## src/rtl/hcs_pkg.sv

```systemverilog
package hcs_pkg;

  typedef logic [7:0] byte_t;

  // Slots a request spends in the lookahead line: the bound NQ*(BLK-1)+1
  // plus one slot for the registered command and one for the data return.
  function automatic int lookahead_len(input int nq, input int blk);
    return nq * (blk - 1) + 3;
  endfunction

  // Circular index advance without a divider.
  function automatic int wrap_add(input int base, input int step, input int depth);
    int r;
    r = base + step;
    if (r >= depth) r = r - depth;
    return r;
  endfunction

endpackage

```

## src/rtl/hcs_lookahead_pipe.sv

```systemverilog
module hcs_lookahead_pipe #(
  parameter int LAT = 11,
  parameter int QW  = 2
) (
  input  logic                    clk,
  input  logic                    rst_n,
  input  logic                    in_valid,
  input  logic [QW-1:0]           in_qid,
  output logic [LAT-1:0]          stage_valid,
  output logic [LAT-1:0][QW-1:0]  stage_qid,
  output logic                    out_valid,
  output logic [QW-1:0]           out_qid
);

  // Stage 0 holds the newest request, stage LAT-1 the one leaving now.
  always_ff @(posedge clk or negedge rst_n) begin
    if (!rst_n) begin
      stage_valid <= '0;
      stage_qid   <= '0;
    end else begin
      stage_valid <= {stage_valid[LAT-2:0], in_valid};
      stage_qid   <= {stage_qid[LAT-2:0], in_qid};
    end
  end

  assign out_valid = stage_valid[LAT-1];
  assign out_qid   = stage_qid[LAT-1];

endmodule

```

## src/rtl/hcs_queue_cache.sv

```systemverilog
module hcs_queue_cache #(
  parameter int BLK   = 3,
  parameter int DEPTH = 14,
  parameter int CW    = 4
) (
  input  logic               clk,
  input  logic               rst_n,
  input  logic               push,
  input  logic [BLK*8-1:0]   push_data,
  input  logic               pop,
  output hcs_pkg::byte_t     head,
  output logic [CW-1:0]      count
);

  localparam int PTRW = (DEPTH > 1) ? $clog2(DEPTH) : 1;

  hcs_pkg::byte_t  mem [DEPTH];
  logic [PTRW-1:0] rd_ptr, wr_ptr;
  logic [CW-1:0]   count_nxt;
  logic            do_pop;

  function automatic logic [PTRW-1:0] slot_of(input logic [PTRW-1:0] base, input int step);
    return PTRW'(hcs_pkg::wrap_add(int'(base), step, DEPTH));
  endfunction

  assign do_pop = pop && (count != '0);
  assign head   = mem[rd_ptr];

  always_comb begin
    count_nxt = count;
    if (push)   count_nxt = count_nxt + CW'(BLK);
    if (do_pop) count_nxt = count_nxt - CW'(1);
  end

  always_ff @(posedge clk) begin
    if (push) begin
      for (int j = 0; j < BLK; j++) begin
        mem[slot_of(wr_ptr, j)] <= push_data[j*8 +: 8];
      end
    end
  end

  always_ff @(posedge clk or negedge rst_n) begin
    if (!rst_n) begin
      rd_ptr <= '0;
      wr_ptr <= '0;
      count  <= '0;
    end else begin
      if (push)   wr_ptr <= slot_of(wr_ptr, BLK);
      if (do_pop) rd_ptr <= slot_of(rd_ptr, 1);
      count <= count_nxt;
    end
  end

  // a refill block must always fit behind the bytes already cached.
  assert_no_overflow_R8: assert property (@(posedge clk) disable iff (!rst_n)
    push |-> (int'(count) + BLK <= DEPTH));

endmodule

```

## src/rtl/hcs_refill_picker.sv

```systemverilog
module hcs_refill_picker #(
  parameter int NQ    = 4,
  parameter int LAT   = 11,
  parameter int QW    = 2,
  parameter int CW    = 4,
  parameter int DISTW = 4
) (
  input  logic                    clk,
  input  logic                    rst_n,
  input  logic [LAT-1:0]          stage_valid,
  input  logic [LAT-1:0][QW-1:0]  stage_qid,
  input  logic [NQ-1:0][CW-1:0]   counts,
  output logic                    pick_valid,
  output logic [QW-1:0]           pick_qid,
  output logic [DISTW-1:0]        pick_dist
);

  int                    short_at [NQ];
  logic [NQ-1:0][LAT-1:0] wants;
  logic [NQ-1:0]          demand_seen;

  // Distance (0 = leaving now) of the first pending request of queue q
  // that its cached bytes can no longer cover; -1 when all are covered.
  function automatic int first_short(input int q,
                                     input logic [LAT-1:0] sv,
                                     input logic [LAT-1:0][QW-1:0] sq,
                                     input int have);
    int need;
    int hit;
    need = 0;
    hit  = -1;
    for (int i = 0; i < LAT; i++) begin
      if (sv[LAT-1-i] && (int'(sq[LAT-1-i]) == q)) need = need + 1;
      if ((hit < 0) && (need > have)) hit = i;
    end
    return hit;
  endfunction

  always_comb begin
    for (int q = 0; q < NQ; q++) begin
      short_at[q] = first_short(q, stage_valid, stage_qid, int'(counts[q]));
    end
  end

  // Earliest shortfall wins; strict compare keeps the lowest index on a tie.
  always_comb begin
    int best;
    best       = LAT;
    pick_valid = 1'b0;
    pick_qid   = '0;
    for (int q = 0; q < NQ; q++) begin
      if ((short_at[q] >= 0) && (short_at[q] < best)) begin
        best       = short_at[q];
        pick_valid = 1'b1;
        pick_qid   = QW'(q);
      end
    end
    pick_dist = DISTW'(best);
  end

  // Independent per-queue demand map, used only to guard the pick.
  for (genvar q = 0; q < NQ; q++) begin : g_want
    for (genvar s = 0; s < LAT; s++) begin : g_stage
      assign wants[q][s] = stage_valid[s] && (stage_qid[s] == QW'(q));
    end
    assign demand_seen[q] = |wants[q];
  end

  // a queue with nothing pending is never the candidate.
  assert_pick_has_demand_R6: assert property (@(posedge clk) disable iff (!rst_n)
    pick_valid |-> demand_seen[pick_qid]);

endmodule

```

## src/rtl/head_cache_sched.sv

```systemverilog
module head_cache_sched #(
  parameter int NQ  = 4,
  parameter int BLK = 3,
  parameter int QW  = (NQ > 1) ? $clog2(NQ) : 1
) (
  input  logic               clk,
  input  logic               rst_n,
  input  logic               req_valid,
  input  logic [QW-1:0]      req_qid,
  input  logic               fill_valid,
  input  logic [BLK*8-1:0]   fill_data,
  output logic               refill_valid,
  output logic [QW-1:0]      refill_qid,
  output logic               dep_valid,
  output logic [QW-1:0]      dep_qid,
  output logic [7:0]         dep_data,
  output logic               underrun
);

  localparam int LAT   = hcs_pkg::lookahead_len(NQ, BLK);
  localparam int DEPTH = LAT + BLK;
  localparam int CW    = $clog2(DEPTH + 1);
  localparam int PW    = (BLK > 1) ? $clog2(BLK) : 1;
  localparam int DISTW = $clog2(LAT + 1);

  logic [LAT-1:0]          stage_valid;
  logic [LAT-1:0][QW-1:0]  stage_qid;
  logic                    out_valid;
  logic [QW-1:0]           out_qid;
  logic [NQ-1:0][CW-1:0]   counts;
  logic [NQ-1:0][7:0]      heads;
  logic                    pick_valid;
  logic [QW-1:0]           pick_qid;
  logic [DISTW-1:0]        pick_dist;
  logic [PW-1:0]           phase;

  // Named internal events.
  logic decide_slot, refill_fire, pop_empty;
  assign decide_slot = (phase == '0);
  assign refill_fire = decide_slot && pick_valid;
  assign pop_empty   = out_valid && (counts[out_qid] == '0);

  hcs_lookahead_pipe #(.LAT(LAT), .QW(QW)) i_pipe (
    .clk         (clk),
    .rst_n       (rst_n),
    .in_valid    (req_valid),
    .in_qid      (req_qid),
    .stage_valid (stage_valid),
    .stage_qid   (stage_qid),
    .out_valid   (out_valid),
    .out_qid     (out_qid)
  );

  for (genvar g = 0; g < NQ; g++) begin : g_cache
    hcs_queue_cache #(.BLK(BLK), .DEPTH(DEPTH), .CW(CW)) i_cache (
      .clk       (clk),
      .rst_n     (rst_n),
      .push      (fill_valid && (refill_qid == QW'(g))),
      .push_data (fill_data),
      .pop       (out_valid && (out_qid == QW'(g))),
      .head      (heads[g]),
      .count     (counts[g])
    );
  end

  hcs_refill_picker #(.NQ(NQ), .LAT(LAT), .QW(QW), .CW(CW), .DISTW(DISTW)) i_pick (
    .clk         (clk),
    .rst_n       (rst_n),
    .stage_valid (stage_valid),
    .stage_qid   (stage_qid),
    .counts      (counts),
    .pick_valid  (pick_valid),
    .pick_qid    (pick_qid),
    .pick_dist   (pick_dist)
  );

  always_ff @(posedge clk or negedge rst_n) begin
    if (!rst_n) begin
      phase        <= '0;
      refill_valid <= 1'b0;
      refill_qid   <= '0;
      dep_valid    <= 1'b0;
      dep_qid      <= '0;
      dep_data     <= '0;
      underrun     <= 1'b0;
    end else begin
      phase        <= (phase == PW'(BLK - 1)) ? '0 : phase + PW'(1);
      refill_valid <= refill_fire;
      if (refill_fire) refill_qid <= pick_qid;
      dep_valid    <= out_valid;
      dep_qid      <= out_qid;
      dep_data     <= heads[out_qid];
      underrun     <= pop_empty;
    end
  end

  // commands are spaced by the block period.
  assert_cmd_spacing_R4: assert property (@(posedge clk) disable iff (!rst_n)
    refill_valid |=> !refill_valid);

  // a returned block must answer a command shown in the same slot.
  assert_fill_with_cmd_R4: assert property (@(posedge clk) disable iff (!rst_n)
    fill_valid |-> refill_valid);

  // a chosen queue's first shortfall is still far enough away for the block to land.
  assert_refill_in_time_R7: assert property (@(posedge clk) disable iff (!rst_n)
    refill_fire |-> (pick_dist >= DISTW'(2)));

  // the pipeline never releases a request against an empty cache.
  assert_no_underrun_R7: assert property (@(posedge clk) disable iff (!rst_n)
    out_valid |-> (counts[out_qid] != '0));

endmodule

```

## config.mk

```make
export PLATFORM = sky130hd
export DESIGN_NAME = head_cache_sched
export DESIGN_NICKNAME = d
export VERILOG_FILES = /design/src/rtl/hcs_pkg.sv /design/src/rtl/hcs_lookahead_pipe.sv /design/src/rtl/hcs_queue_cache.sv /design/src/rtl/hcs_refill_picker.sv /design/src/rtl/head_cache_sched.sv
export SDC_FILE = /design/constraint.sdc
export NUM_CORES = 2
export LEC_CHECK = 0
export BUFFER_PORTS_ARGS = -buffer_cell sky130_fd_sc_hd__buf_2
export CORE_ASPECT_RATIO = 2
export CORE_UTILIZATION = 40
export DETAILED_ROUTE_END_ITERATION = 8
export GPL_ROUTABILITY_DRIVEN = 0
export GPL_TIMING_DRIVEN = 1
export MAX_ROUTING_LAYER = met4
export PLACE_DENSITY = 0.52
export SLEW_MARGIN = 20
export SYNTH_ARGS = -nofsm -noshare
export SYNTH_HDL_FRONTEND = slang
export SYNTH_SLANG_ARGS = --single-unit
```

## constraint.sdc

```tcl
create_clock -name clk -period 12.1 [get_ports clk]
set_input_delay 1.21 -clock clk [delete_from_list [all_inputs] [get_ports clk]]
set_output_delay 1.21 -clock clk [all_outputs]
set_load 0.01 [all_outputs]
```

==> summary.md <==
| Metric | Value |
|---|---|
| Starting density of the core | `40.26%` |
| LEAKAGE | `18.27 nW` |
| Grt ovf | `0` |
| Vias | `33820` |
| Fill count | `10386` |
| Hold WS | `432.8 ps` |
| Final std cells w/o fill | `5684` |
| DIE HEIGHT | `roughly 470 um` |
| Bufs and invs on worst path | `3` |
| Synth Flop Type | `edfxtp_1` |
| Slowest cell on crit path | `or3b_2` |
| Status | `finished, final reports clean` |
| R2r setup slk | `600 ps` |
| Design area | `46540 sq um` |
| Asr flop ratio synth | `~18%` |
| Most frequent cells after synthesis | `nand2_1, mux2i_1, edfxtp_1` |
| Slew at the pin closest to its max-slew limit | `1136 ps` |
| Slowest cell delay on critical path | `510 ps` |
| H-tree levels | `2` |
| Final WL | `148.4 mm` |
| Hold path start | `phase[1]` |
| Final Skew | `40.39 ps` |
| Multi-input gate area | `between 20000 and 30000 sq um` |
| Proportion of synthesized chip area in sequential cells | `36.85%` |
| Netlist cell types | `120` |
| R2R cell count | `56` |
| Top delay family on crit path | `adder cells` |
| Setup CP Type | `flop to flop` |
| Ranking of synthesized cells by area | `edfxtp_1, mux2i_1, ha_1` |
| Drc violations | `0` |
| Initial antenna violation count | `2` |
| Vias in the first global route | `34317` |
| Ys Warns | `0` |
| Clock net sink count | `546` |
| Cell count after synthesis | `4386` |
| Worst reg2reg endpoint | `refill_valid` |
| Setup crit end kind | `flop` |
| VDD IR max | `0.1256 mV` |
| Critical path peak fanout | `6` |
| Detailed Route Iter0 Violations | `2490` |
| Area of the core | `107200 sq um` |
| Critical path data arrival time | `12090 ps` |
| Most frequent CP cell | `ha_1` |
| Post-Syn Area | `43160 sq um` |
| FMAX | `slightly below 0.09 GHz` |
| Pwr Total | `10.13 mW` |
| Data required time of the worst path | `12690 ps` |
| Max-slew violation count | `0` |
| Power per cell area | `217.6 nW/um^2` |
| Post-synth EDFFs | `448` |
| Die area | `109300 sq um` |
| Routed vias/inst | `5.950` |
| Worst-skew pair later-pin latency | `roughly 670 ps` |
| Worst min path class | `flop to flop` |
| Max cap viols | `0` |
| Yosys reg bits | `around 550` |
| Gr usage total | `27.95%` |
| Clock slew at reported path FFs | `70 ps` |
| Setup TNS | `0 ps` |
| Hold Crit Depth | `1` |
| CTS buffer count | `55` |
| Port-buffer cells | `44` |
| Root buf cell | `clkbuf_16` |
| Detail Placement HPWL | `103.5 mm` |
| Final hold violations | `0` |
| Critical Path Source Type | `flop` |
| # rows | `170` |
| Hold EP | `phase[1]` |
| Cell taking the most area after synthesis | `edfxtp_1` |
| First-pass GRT wire length | `219.8 mm` |
| Fin crit period | `11500 ps` |
| Hold-fix buffers at CTS | `0` |
| Worst setup margin | `595.6 ps` |
| DIE WIDTH | `234.3 um` |
| Final setup vio count | `0` |
| Slew headroom | `23.96%` |
| Routed length per instance | `26.11 um` |
| Register Area | `15910 sq um` |
| Largest net degree at the start of global routing | `61` |
| # IOs | `45` |
| Post-synth top area share | `31.17%` |
| Placed cells | `5569` |
| R2R Path Start | `i_pipe.stage_qid[18]` |
| Final core occ | `between 40% and 50%` |
| Area grow syn2layout | `7.821%` |
| Setup WS pre-CTS | `-264.6 ps` |
| CTS tree | `built` |
| Syn avg cell area | `9.840 sq um` |
| Layout Nets | `4558` |
| Pre-antenna DRT Iters | `7` |
| Longest Clk Path Bufs | `3` |
| Final period util | `95.08%` |
| Antenna Violating Nets Remaining | `0` |
| Count leader, synth | `nand2_1` |
| Layout cells sized above 1 | `11.97%` |
| Placed Instance Area | `44490 sq um` |
==> per-layer routing <==
metal / up-vias / share of wire (%) / track usage (%)
met4: 0 / 7.7 / 18.82
met3: 410 / 3.9 / 2.734
met2: 1027 / 55 / 52.38
met5: - / 0 / -
met1: 16593 / 33 / 26.36
li1: 15790 / - / -
==> kinds of logic after synthesis <==
group / after synthesis / share of synthesized area [%]
xor gates and xnor gates: 182 / 4.679
and+or+nand+nor: 1331 / 14.28
DFF: 546 / 36.85
other: 2 / 0.01740
buffers and inverters: 473 / 4.232
muxes: 650 / 19.19
adders and majority gates: 271 / 7.850
AOI/OAI and AO/OA: 931 / 12.89
==> worst max-delay path by stage <==
stage                            from            end  slack, ps  cells after the start
3_5_place_dp   i_pipe.stage_valid[10]   refill_valid       -260                     54
2_1_floorplan   i_pipe.stage_valid[9]   refill_valid       1010                     53
4_1_cts        i_pipe.stage_valid[10]   refill_valid         40                     52
6_report         i_pipe.stage_qid[18]   refill_valid        600                     56
3_3_place_gp     i_pipe.stage_qid[18]  refill_qid[0]         -9                     53
5_1_grt          i_pipe.stage_qid[18]  refill_qid[1]        -90                     53
==> layout by cell type (no fill, tap or decap), types with 111 or more instances in the layout <==
cell type and n:
mux2i_1 464, o21ai_0 367, a21oi_1 302, nor2_1 375, mux4_2 136, edfxtp_1 448
inv_1 140, xnor2_1 111, nand2_1 509, ha_1 268
==> power by group <==
group	internal (mW)	switching [mW]	leakage [nW]
logic	2.21	3.33	12.2
registers	2.43	0.364	5.20
clock network	0.963	0.829	0.869
total	5.61	4.52	18.3
==> flip-flops by register name (all words and copies together), names as in the netlist, 8 cells and up <==
signal and cells:
dep_data 8, g_cache.i_cache.count 16, g_cache.i_cache.mem 448, g_cache.i_cache.rd_ptr 16
g_cache.i_cache.wr_ptr 16, i_pipe.stage_qid 20, i_pipe.stage_valid 11
==> layout make-up <==
type                       count  area share [%]
multi-input combinational   3372           55.12
sequential                   546           34.19
tap                         1376           3.700
clock buffer                  74           3.240
timing repair buffer         133           1.922
inverter                     150           1.210
clock inverter                28          0.5888
antenna                        5         0.02689
==> what timing repair did <==
item,in CTS,in global routing
setup buffers,0,8
endpoints found under the setup margin,3,3
gates resized for setup,3,27
pin swaps,0,10
Note: power is estimated with default switching activity, not from simulation.
